### config.mk
export PLATFORM = sky130hd
export DESIGN_NAME = irq_distributor
export DESIGN_NICKNAME = d
export VERILOG_FILES = /design/src/rtl/irqd_pkg.sv /design/src/rtl/irqd_spi_state.sv /design/src/rtl/irqd_arbiter.sv /design/src/rtl/irq_distributor.sv
export SDC_FILE = /design/constraint.sdc
export NUM_CORES = 2
export LEC_CHECK = 0
export ABC_AREA = 1
export BUFFER_PORTS_ARGS = -buffer_cell sky130_fd_sc_hd__clkbuf_2
export CAP_MARGIN = 20
export CORE_MARGIN = 2
export CORE_UTILIZATION = 59
export DETAILED_ROUTE_END_ITERATION = 7
export HOLD_SLACK_MARGIN = 0.15
export PLACE_DENSITY = 0.87
export SLEW_MARGIN = 5
export SYNTH_ARGS = -nofsm -noshare
export SYNTH_HDL_FRONTEND = slang
export SYNTH_SLANG_ARGS = --single-unit
### constraint.sdc
create_clock -name clk -period 69.9 [get_ports clk]
set_input_delay 13.98 -clock clk [delete_from_list [all_inputs] [get_ports clk]]
set_output_delay 13.98 -clock clk [all_outputs]
set_load 0.1 [all_outputs]
### src/rtl/irqd_pkg.sv
package irqd_pkg;
  localparam int IDW       = 10;
  localparam int SPURIOUS  = 1023;
  localparam int NBANK     = 32;
  localparam int NSGI      = 16;
  localparam int PPI_BASE  = 27;
  localparam int NPPI      = 5;
  localparam int SPI_BASE  = 32;

  localparam logic [7:0] A_CTRL  = 8'h00;
  localparam logic [7:0] A_PMASK = 8'h01;
  localparam logic [7:0] A_ACK   = 8'h02;
  localparam logic [7:0] A_EOI   = 8'h03;
  localparam logic [7:0] A_SGI   = 8'h04;
  localparam logic [7:0] A_ENB   = 8'h05;
  localparam logic [7:0] A_ENS   = 8'h06;
  localparam logic [7:0] A_TRIG  = 8'h07;
endpackage

### src/rtl/irqd_spi_state.sv
module irqd_spi_state #(
  parameter int N = 32
) (
  input  logic         clk,
  input  logic         rst,
  input  logic [N-1:0] line_i,
  input  logic [N-1:0] edge_mode_i,
  input  logic [N-1:0] clr_i,
  output logic [N-1:0] pend_o
);
  logic [N-1:0] prev_q;
  logic [N-1:0] latch_q;

  always_ff @(posedge clk) begin
    if (rst) begin
      prev_q  <= '0;
      latch_q <= '0;
    end else begin
      prev_q  <= line_i;
      latch_q <= edge_mode_i & ((latch_q & ~clr_i) | (line_i & ~prev_q));
    end
  end

  for (genvar n = 0; n < N; n++) begin : g_sel
    assign pend_o[n] = edge_mode_i[n] ? latch_q[n] : line_i[n];
  end
endmodule

### src/rtl/irqd_arbiter.sv
module irqd_arbiter #(
  parameter int NID = 64,
  parameter int PW  = 8,
  parameter int IDW = 10
) (
  input  logic [NID-1:0]         elig_i,
  input  logic [NID-1:0][PW-1:0] prio_i,
  input  logic [PW-1:0]          mask_i,
  output logic                   valid_o,
  output logic [IDW-1:0]         id_o
);
  logic [PW-1:0] best;

  always_comb begin
    valid_o = 1'b0;
    best    = '1;
    id_o    = '0;
    for (int i = 0; i < NID; i++) begin
      if (elig_i[i] && (prio_i[i] < mask_i) && (!valid_o || prio_i[i] < best)) begin
        valid_o = 1'b1;
        best    = prio_i[i];
        id_o    = IDW'(i);
      end
    end
  end
endmodule

### src/rtl/irq_distributor.sv
module irq_distributor
  import irqd_pkg::*;
#(
  parameter int NCORE = 2,
  parameter int NSPI  = 32,
  parameter int PW    = 8,
  localparam int CW   = (NCORE > 1) ? $clog2(NCORE) : 1
) (
  input  logic                   clk,
  input  logic                   rst,
  input  logic                   req_valid,
  input  logic                   req_write,
  input  logic [CW-1:0]          req_core,
  input  logic [7:0]             req_addr,
  input  logic [31:0]            req_wdata,
  output logic                   rsp_valid,
  output logic [31:0]            rsp_data,
  input  logic [NCORE*NPPI-1:0]  ppi_i,
  input  logic [NSPI-1:0]        spi_i,
  output logic [NCORE-1:0]       fiq_o,
  output logic [NCORE-1:0]       irq_o,
  output logic [NCORE*IDW-1:0]   irq_id_o
);
  localparam int NID = SPI_BASE + NSPI;

  // banked (per core) state
  logic [NCORE-1:0]                     ien_q;
  logic [NCORE-1:0][PW-1:0]             pmask_q;
  logic [NCORE-1:0][NBANK-1:0]          en_b_q;
  logic [NCORE-1:0][NBANK-1:0]          act_b_q;
  logic [NCORE-1:0][NSGI-1:0]           sgi_pend_q;
  logic [NCORE-1:0][NSGI-1:0][CW-1:0]   sgi_src_q;
  logic [NCORE-1:0][NBANK-1:0][PW-1:0]  prio_b_q;
  // shared state
  logic [NSPI-1:0][PW-1:0]              prio_s_q;
  logic [NSPI-1:0][NCORE-1:0]           tgt_q;
  logic [NSPI-1:0]                      en_s_q;
  logic [NSPI-1:0]                      trig_q;
  logic [NSPI-1:0]                      spi_act_q;
  logic [NSPI-1:0]                      spi_pend;
  logic [NSPI-1:0]                      spi_clr;

  logic [NCORE-1:0]                     win_v;
  logic [NCORE-1:0][IDW-1:0]            win_id;
  logic [NCORE-1:0]                     irq_q;
  logic [NCORE-1:0][IDW-1:0]            irq_id_q;

  logic             wr, rd, ack, eoi;
  logic             sel_v;
  logic [IDW-1:0]   sel_id;
  logic [IDW-1:0]   eoi_id;
  logic [31:0]      ack_word;
  logic             rsp_valid_q;
  logic [31:0]      rsp_data_q;

  assign wr     = req_valid && req_write;
  assign rd     = req_valid && !req_write;
  assign ack    = rd && (req_addr == A_ACK);
  assign eoi    = wr && (req_addr == A_EOI);
  assign eoi_id = req_wdata[IDW-1:0];
  assign sel_v  = win_v[req_core];
  assign sel_id = win_id[req_core];

  always_comb begin
    ack_word = 32'(SPURIOUS);
    if (sel_v) begin
      ack_word = 32'(sel_id);
      if (sel_id < IDW'(NSGI))
        ack_word[IDW +: CW] = sgi_src_q[req_core][sel_id[3:0]];
    end
  end

  always_comb begin
    spi_clr = '0;
    for (int n = 0; n < NSPI; n++)
      if (ack && sel_v && sel_id == IDW'(SPI_BASE + n)) spi_clr[n] = 1'b1;
  end

  // per-core banked registers
  always_ff @(posedge clk) begin
    if (rst) begin
      ien_q      <= '0;
      pmask_q    <= '0;
      en_b_q     <= '0;
      act_b_q    <= '0;
      sgi_pend_q <= '0;
      sgi_src_q  <= '0;
      prio_b_q   <= '0;
    end else begin
      for (int c = 0; c < NCORE; c++) begin
        if (wr && req_core == CW'(c)) begin
          case (req_addr)
            A_CTRL:  ien_q[c]   <= req_wdata[0];
            A_PMASK: pmask_q[c] <= req_wdata[PW-1:0];
            A_ENB:   en_b_q[c]  <= req_wdata;
            default: ;
          endcase
          if (req_addr[7:6] == 2'b01 && !req_addr[5])
            prio_b_q[c][req_addr[4:0]] <= req_wdata[PW-1:0];
          if (eoi && eoi_id < IDW'(NBANK))
            act_b_q[c][eoi_id[4:0]] <= 1'b0;
        end
        if (wr && req_addr == A_SGI && req_wdata[16+c]) begin
          sgi_pend_q[c][req_wdata[3:0]] <= 1'b1;
          sgi_src_q[c][req_wdata[3:0]]  <= req_core;
        end
        if (ack && req_core == CW'(c) && win_v[c] && win_id[c] < IDW'(NBANK)) begin
          act_b_q[c][win_id[c][4:0]] <= 1'b1;
          if (win_id[c] < IDW'(NSGI)) sgi_pend_q[c][win_id[c][3:0]] <= 1'b0;
        end
      end
    end
  end

  // shared registers
  always_ff @(posedge clk) begin
    if (rst) begin
      prio_s_q  <= '0;
      tgt_q     <= '0;
      en_s_q    <= '0;
      trig_q    <= '0;
      spi_act_q <= '0;
    end else begin
      if (wr && req_addr == A_ENS)  en_s_q <= req_wdata[NSPI-1:0];
      if (wr && req_addr == A_TRIG) trig_q <= req_wdata[NSPI-1:0];
      for (int n = 0; n < NSPI; n++) begin
        if (wr && req_addr == 8'(8'h40 + SPI_BASE + n)) prio_s_q[n] <= req_wdata[PW-1:0];
        if (wr && req_addr == 8'(8'h80 + n))            tgt_q[n]    <= req_wdata[NCORE-1:0];
        if (eoi && eoi_id == IDW'(SPI_BASE + n))         spi_act_q[n] <= 1'b0;
        if (spi_clr[n])                                  spi_act_q[n] <= 1'b1;
      end
    end
  end

  irqd_spi_state #(.N(NSPI)) u_spi (
    .clk(clk), .rst(rst), .line_i(spi_i), .edge_mode_i(trig_q),
    .clr_i(spi_clr), .pend_o(spi_pend)
  );

  for (genvar c = 0; c < NCORE; c++) begin : g_core
    logic [NID-1:0]         elig;
    logic [NID-1:0][PW-1:0] pview;

    always_comb begin
      for (int i = 0; i < NSGI; i++) begin
        elig[i]  = sgi_pend_q[c][i] & en_b_q[c][i] & ~act_b_q[c][i];
        pview[i] = prio_b_q[c][i];
      end
      for (int i = NSGI; i < PPI_BASE; i++) begin
        elig[i]  = 1'b0;
        pview[i] = prio_b_q[c][i];
      end
      for (int k = 0; k < NPPI; k++) begin
        elig[PPI_BASE+k]  = ppi_i[c*NPPI+k] & en_b_q[c][PPI_BASE+k] & ~act_b_q[c][PPI_BASE+k];
        pview[PPI_BASE+k] = prio_b_q[c][PPI_BASE+k];
      end
      for (int n = 0; n < NSPI; n++) begin
        elig[SPI_BASE+n]  = spi_pend[n] & en_s_q[n] & ~spi_act_q[n] & tgt_q[n][c];
        pview[SPI_BASE+n] = prio_s_q[n];
      end
    end

    irqd_arbiter #(.NID(NID), .PW(PW), .IDW(IDW)) u_arb (
      .elig_i(elig), .prio_i(pview), .mask_i(pmask_q[c]),
      .valid_o(win_v[c]), .id_o(win_id[c])
    );

    assign fiq_o[c] = ien_q[c] ? 1'b0     : ppi_i[c*NPPI+1];
    assign irq_o[c] = ien_q[c] ? irq_q[c] : ppi_i[c*NPPI+4];
    assign irq_id_o[c*IDW +: IDW] = irq_id_q[c];
  end

  always_ff @(posedge clk) begin
    if (rst) begin
      irq_q       <= '0;
      irq_id_q    <= '0;
      rsp_valid_q <= 1'b0;
      rsp_data_q  <= '0;
    end else begin
      irq_q       <= win_v;
      irq_id_q    <= win_id;
      rsp_valid_q <= rd;
      rsp_data_q  <= ack ? ack_word : 32'd0;
    end
  end

  assign rsp_valid = rsp_valid_q;
  assign rsp_data  = rsp_data_q;
endmodule

### Word-level counts from Yosys, hierarchy flattened

Cells that the tools add are included.

* output and inout port bits: 57
* logic and storage cells: 1994
* input port bits: 87
* flip-flop bits (word level): 1257

* eq/ne operators: 136
* reductions and logical operators: 618
* bitwise logic cells: 307
* multiplexer cells: 489
* $lt $le $gt $ge: 232

Operators with widths (number)
* 8-bit < comparator: 210
* 8-bit two-way mux: 105
* 10-bit by 6-bit == test with 1-bit output, second input constant: 64
* 256-bit bitwise mux: 2
* 6-bit two-way mux: 64
* 1-bit logical AND: 365
* 8-bit by 7-bit == test with 1-bit output, second input constant: 32
* 8-bit == test, second input constant: 32
* 32-bit two-way mux: 8
* 1-bit two-way mux: 249
* 1-bit AND: 212
* 32-bit AND: 5
* 16-bit two-way mux: 10
* 1-bit zero test: 106
* 1-bit logical OR: 104
* 32-bit inverter: 3
* 32-bit bitwise OR: 3
* 1-bit inverter: 78
* 4-bit two-way mux: 16
* 2-bit nonzero test: 32
* 5-bit two-way mux: 10
* 8-bit demux with 5-bit select: 1
* 16-bit AND: 2
* 16-bit bitwise mux: 2
* 23 further kinds: 67

### Logic depth before layout (Yosys ltp)

* depth after elaboration: 221
* mapped depth: 641
* mapped depth without buffers: 589

### Hierarchy

Synthesis repeated with hierarchy kept, for this count alone.

* cells, all modules: 14824
* area, all modules: 102743.5 µm²

Modules (own cells, without submodules)
* irq_distributor: cells each 4988, times used 1, area each 41228.3 µm², sequential area each 22581.7 µm²
* irqd_arbiter (g_core[1].u_arb): cells each 4731, times used 1, area each 29407.0 µm², sequential area each 0.0 µm²
* irqd_arbiter (g_core[0].u_arb): cells each 4713, times used 1, area each 29364.4 µm², sequential area each 0.0 µm²
* irqd_spi_state: cells each 392, times used 1, area each 2743.9 µm², sequential area each 1281.2 µm²

### Least setup slack after synthesis

OpenSTA, ideal clock, no wires.

* path kind: register to register
* start: register pmask_q[5] (netlist name)
* end: register u_spi.latch_q[18]
* period minus slack after synthesis: 68.390 ns
* buffers on the path: 53
* data required time: 69.784 ns
* setup time: 0.116 ns
* stages on the path, launching flop included: 521
* path slack: 1.510 ns
* arrival: 68.274 ns
* path through: dfxtp_1 > inv_1 > ha_1 > a21oi_1 > nor2_1 > nor2_4 > nand2_1 > nor2_1 > ha_1 > a21oi_1 > nor2_1 > a211oi_1 > nand2_2 > nand2_4 > nand2_4 > clkbuf_8 > o21ai_0 > ha_1 > (+485 left out) > nand2_1 > o21ai_0 > ha_1 > a21oi_1 > nor2_1 > a211oi_1 > nand2_1 > nand2_2 > nand2_4 > nand2_2 > inv_2 > nand2_1 > nand4_2 > nor2_4 > buf_8 > nand2_1 > nand2_1 > a21oi_1

* word-level cells in the longest chain between the ends: 220
* elaborated cells between the ends (all ways): 483
* classes of those cells: order compare: 105; eq/ne: 1; mux: 162; bitwise: 4; reduce/logical: 211

Ends and longest elaborated chain
* start: declaration: RTL line irq_distributor.sv:28 `logic [NCORE-1:0][PW-1:0] pmask_q;`
* start signal: indexed assignment: RTL line irq_distributor.sv:94 `A_PMASK: pmask_q[c] <= req_wdata[PW-1:0];`
* 8-bit < comparator: RTL line irqd_arbiter.sv:19 `if (elig_i[i] && (prio_i[i] < mask_i) && (!valid_o || prio_i[i] < best)) begin`
* 1-bit logical AND: RTL line irqd_arbiter.sv:19
* 8-bit two-way mux or 1-bit two-way mux (tied branches): RTL line irqd_arbiter.sv:19
* 8-bit < comparator or 1-bit zero test (tied branches): RTL line irqd_arbiter.sv:19
* 1-bit logical OR: RTL line irqd_arbiter.sv:19
* 1-bit logical AND: RTL line irqd_arbiter.sv:19
* 8-bit two-way mux or 1-bit two-way mux (tied branches): RTL line irqd_arbiter.sv:19
* 8-bit < comparator or 1-bit zero test (tied branches): RTL line irqd_arbiter.sv:19
* (+203 left out)
* 10-bit two-way mux (implied by the code) or 1-bit two-way mux (tied branches) (2 in a row): RTL line irq_distributor.sv:62, irq_distributor.sv:61
* 10-bit by 6-bit == test with 1-bit output or 1-bit logical AND (tied branches): RTL line irq_distributor.sv:76 `if (ack && sel_v && sel_id == IDW'(SPI_BASE + n)) spi_clr[n] = 1'b1;`
* 1-bit logical AND *: RTL line irq_distributor.sv:76
* 1-bit two-way mux *: RTL line irq_distributor.sv:76
* 32-bit inverter *: RTL line irqd_spi_state.sv:20 `latch_q <= edge_mode_i & ((latch_q & ~clr_i) | (line_i & ~prev_q));`
* 32-bit AND *: RTL line irqd_spi_state.sv:20
* 32-bit bitwise OR *: RTL line irqd_spi_state.sv:20
* 32-bit AND *: RTL line irqd_spi_state.sv:20
* end signal: assignment: RTL line irqd_spi_state.sv:20
* end: declaration: RTL line irqd_spi_state.sv:12 `logic [N-1:0] latch_q;`

Mark *: on every way between the ends. The rest lies on a longest branch, timed or not. The select of a mux whose other input is x is not followed.
A chain may end at the register's enable or synchronous reset.

### Worst setup path in the final report

* start: register prio_b_q, in the netlist g_core[0].pview[7]
* end: register act_b_q[11] (netlist name)

* word-level cells in the longest chain between the ends: 217
* elaborated cells between the ends (all ways): 377
* classes of those cells: order compare: 56; mux: 160; bitwise: 1; reduce/logical: 160

Ends and longest elaborated chain
* start: declaration: RTL line irq_distributor.sv:33 `logic [NCORE-1:0][NBANK-1:0][PW-1:0] prio_b_q;`
* start signal: indexed assignment: RTL line irq_distributor.sv:99 `prio_b_q[c][req_addr[4:0]] <= req_wdata[PW-1:0];`
* 8-bit < comparator: RTL line irqd_arbiter.sv:19
* 1-bit logical AND: RTL line irqd_arbiter.sv:19
* 8-bit two-way mux or 1-bit two-way mux (tied branches): RTL line irqd_arbiter.sv:19
* 8-bit < comparator or 1-bit zero test (tied branches): RTL line irqd_arbiter.sv:19
* 1-bit logical OR: RTL line irqd_arbiter.sv:19
* 1-bit logical AND: RTL line irqd_arbiter.sv:19
* 8-bit two-way mux or 1-bit two-way mux (tied branches): RTL line irqd_arbiter.sv:19
* 8-bit < comparator or 1-bit zero test (tied branches): RTL line irqd_arbiter.sv:19
* (+201 left out)
* 1-bit logical AND: RTL line irqd_arbiter.sv:19
* 6-bit two-way mux: RTL line irqd_arbiter.sv:19
* 5-bit by 6-bit < comparator with 1-bit output (implied by the code) or 5-bit by 1-bit >= comparator with 1-bit output (tied branches): RTL line irq_distributor.sv:108 `act_b_q[c][win_id[c][4:0]] <= 1'b1;`
* 1-bit logical AND (implied by the code): RTL line irq_distributor.sv:108
* 1-bit two-way mux (implied by the code): RTL line irq_distributor.sv:108
* 1-bit demux with 5-bit select: RTL line irq_distributor.sv:108
* 32-bit bitwise OR (no source line)
* 32-bit two-way mux *: RTL line irq_distributor.sv:107 `if (ack && req_core == CW'(c) && win_v[c] && win_id[c] < IDW'(NBANK)) begin`
* end signal: assignment: RTL line irq_distributor.sv:85 `act_b_q <= '0;`
* end signal: indexed assignment: RTL line irq_distributor.sv:101 `act_b_q[c][eoi_id[4:0]] <= 1'b0;`
* end signal: indexed assignment: RTL line irq_distributor.sv:108
* end: declaration: RTL line irq_distributor.sv:30 `logic [NCORE-1:0][NBANK-1:0] act_b_q;`

Mark *: on every way between the ends. The rest lies on a longest branch, timed or not.

==> run_results.csv <==
group,metric,value,unit
hold_path,hp-class,"flip-flop to flip-flop",
synth,synth_area,84900,um^2
synth,synth_top_area_share,0.237,
synth,synth_edf_count,0,
floorplan,die_w,383,um
setup_path,start_kind,"flip-flop",
floorplan,rows,139,
route,drt_iter0_drc,13000,
timing,drv_slew,8,
synth,synth_seq_cells,1005,
synth,synth.distinct_cells,74,
setup_path,cpPeakStageDelay,380,ps
route,top_layer,"met5",
timing,tightestPinTransition,1620,ps
clock_network,clk_latency,810,ps
route,drt_pass1_iterations,8,
setup_path,end_kind,"flip-flop",
clock_network,htreeDepth,3,
route,wl,335000,um
route,vias,94000,
pwr,p_per_area,13.5,nW/um^2
setup_path,path_class,"flip-flop to flip-flop",
timing,setup_viol,0,
pwr,leakage,45.0,nW
floorplan,io_pins,144,
pwr,power,0.00130,W
synth,yosysSeqAreaShare,0.237,
route,met1Wirelength,126000,um
status,violations,"DRC, capacitance limit, slew limit",
clock_network,cts_sinks,1005,
setup_path,path_common_cell,"nand2_1",
place,gp_congestion,1.11,
setup_path,crit_required,70600,ps
global_route,grt_pass1_wl,498000,um
synth,yosys_warnings,0,
timing,fin_worst_skew,57.8,ps
setup_path,r2r_setup_slack,4060,ps
timing,hold_ws,447,ps
clock_network,cts_tree,"done",
synth,synthTopCellsByArea,"dfxtp_1 24%, ha_1 19%, nand2_1 12%",
layout,nets,14100,
setup_path,rr_worst_depth,522,
global_route,antenna_found_initial,35,
pwr,ir_drop,0.0213,mV
floorplan,die_y,383,um
synth,synth_cells,12200,
route,drcViolationCount,2,
setup_path,worst_ep_arrival_time,66540,ps
route,ant_nets,0,
place,dpl.hpwl,242000,um
setup_path,critPathCapture,"act_b_q[11]",
clock_network,cts_buffers,114,
layout,multi_input_comb_area,60000,um^2
global_route,grt_pass1_vias,86700,
status,status,"complete, but fails checks",
timing,fmax,0.0152,GHz
setup_path,reg2reg_to,"act_b_q[11]",
layout,area_growth,13.4,%
floorplan,start_util,0.593,
setup_path,crit_slowest_cell,"ha_1",
layout,n_fill_cell,11900,
clock_network,holdBufCountCts,0,
setup_path,cp_max_fo,16,
place,io_buffers,114,
flow_run,drv_cap,1,
synth,syn_area_per_cell,6.98,um^2
global_route,grt_use_total,0.432,
layout,drive_gt1_frac,0.167,
route,dr_wl_met2,137000,um
floorplan,core-area,143000,um^2
clock_network,path_clk_slew,70,ps
global_route,grt_remaining_overflow,0,
layout,seqCellArea,20100,um^2
synth,async_reset_ff_frac,0,
clock_network,root_buffer,"clkbuf_16",
route,vias_per_cell,6.38,
timing,period_share,0.942,
timing,fin_crit,65840,ps
floorplan,die_area,147000,um^2
route,wl_met3,46700,um
setup_path,startpoint,"g_core[0].pview[7]",
clock_network,cts_buffer_depth,3,
synth,synth_top_area_cell,"dfxtp_1",
timing,timing.slew.headroom,-0.0830,
synth,synthFlopType,"dfxtp_1",
setup_path,worst_r2r_startpoint,"g_core[0].pview[7]",
route,routedWlPerCell,22.8,um
global_route,grt_max_degree,219,
timing,hold_viol_final,0,
## registers in the layout (all words and copies together), names as in the netlist
signal	flops
spi_act_q	32
irq_id_o	12
rsp_data	8
sgi_src_q	32
tgt_q	64
u_spi.prev_q	32
g_core.pview	592
trig_q	32
ien_q	2
en_s_q	32
rsp_valid	1
en_b_q	42
u_spi.latch_q	32
pmask_q	16
sgi_pend_q	32
act_b_q	42
irq_q	2
## power by group
part	internal [W]	switching (W)	leakage, nW
Combinational	0.00000929	0.0000519	34.9
Sequential	0.000574	0.000000983	8.10
Clock	0.000386	0.000277	1.97
Total	0.000969	0.000330	45.0
## metal layers
metal  track usage  up-vias
met5             0        -
met2         0.634     6139
met4         0.282       40
li1              -    42900
met3         0.129     1612
met1         0.548    43200
## placed cells by master, fill, tap and decap left out, types with 100 or more instances in the layout
cell / count
o211ai_1: 100
dfxtp_1: 1002
o21ai_0: 1055
nand2_4: 162
o21ai_1: 250
nand2_1: 2647
a21oi_1: 1281
ha_1: 1269
o21ai_2: 104
nand3_1: 836
or2_2: 129
inv_1: 792
o21bai_1: 122
buf_4: 672
clkbuf_16: 116
nand2_2: 400
nor2_1: 759
clkbuf_2: 124
## cells by family (layout without fill, tap and decap cells)
kind of cell	count (synthesis)	in the layout	synth area share
compound gates	3371	3371	0.221
fa+ha+maj	1270	1270	0.187
simple gates	5157	5162	0.277
buf+inv	1369	1964	0.0779
other cells	1	52	0.0000442
flops	1005	1005	0.237
mux	2	2	0.000265
## critical path: cells and delay by family, from the launching register on
kind	cells	cell delay, ps
AO/OA/AOI/OAI	126	19110
buffers and inverters	59	7010
adder cells (fa/ha/maj)	53	15510
flip-flops	1	350
AND/OR/NAND/NOR	284	23570
## worst min-delay path by stage
stage	from	to	slack, ps	depth (start not counted)
5_1_grt	sgi_src_q[25]	sgi_src_q[25]	470	2
3_5_place_dp	sgi_src_q[25]	sgi_src_q[25]	440	2
3_3_place_gp	sgi_src_q[22]	sgi_src_q[22]	430	2
6_report	sgi_src_q[10]	sgi_src_q[10]	450	2
4_1_cts	sgi_src_q[25]	sgi_src_q[25]	450	2
2_1_floorplan	sgi_pend_q[18]	sgi_pend_q[18]	420	2
## cell type report
type / instances / area share
tap: 1903 / 0.0247
clock inverter: 58 / 0.00853
antenna: 23 / 0.000597
multi-input combinational: 9834 / 0.623
inverter: 912 / 0.0366
clock buffer: 152 / 0.0334
timing repair buffer: 842 / 0.0646
sequential: 1005 / 0.209
## metrics by stage
step	setup WS (ps)	TNS, ps	instances	util	area, um^2
floorplan	1510	0	12200	-	85000
global placement	522	0	14400	0.629	90200
detailed placement	-2290	-289880	14400	0.629	90200
CTS	23.3	0	14700	0.658	94300
global route	-1090	-126270	14700	0.672	96300
finish	4060	0	14700	0.672	96300
## cells in the mapped netlist, types with 5 or more instances
master           instances
nand2_1               2680
o21ai_0               1404
a21oi_1               1291
ha_1                  1270
dfxtp_1               1005
nand3_1                836
inv_1                  809
nor2_1                 773
nand2_2                411
clkbuf_1               269
nand2_4                144
a211oi_1               130
or2_2                  129
o21bai_1               122
o211ai_1               100
a21boi_0                92
clkbuf_8                79
a311oi_1                64
buf_4                   50
clkinv_1                47
inv_2                   46
o31ai_1                 43
nand4_1                 38
nand3b_1                33
nor2_2                  30
clkdlybuf4s18_1         29
buf_6                   26
nor3_1                  23
nor4_1                  23
a221oi_1                15
o21ai_1                 15
a2111oi_0               14
a31oi_1                 14
a21oi_2                 13
a22oi_1                 11
a21o_1                  10
nor2_4                  10
and3_1                   5
nand3_2                  5
## timing repair
item	4_1_cts	5_1_grt
setup endpoints to repair	157	157
pin swaps	0	49
cloned	0	5
hold endpoints to repair	0	0
gates resized for setup	130	584
buffers inserted	0	26
(Power assumes the default switching activity.)
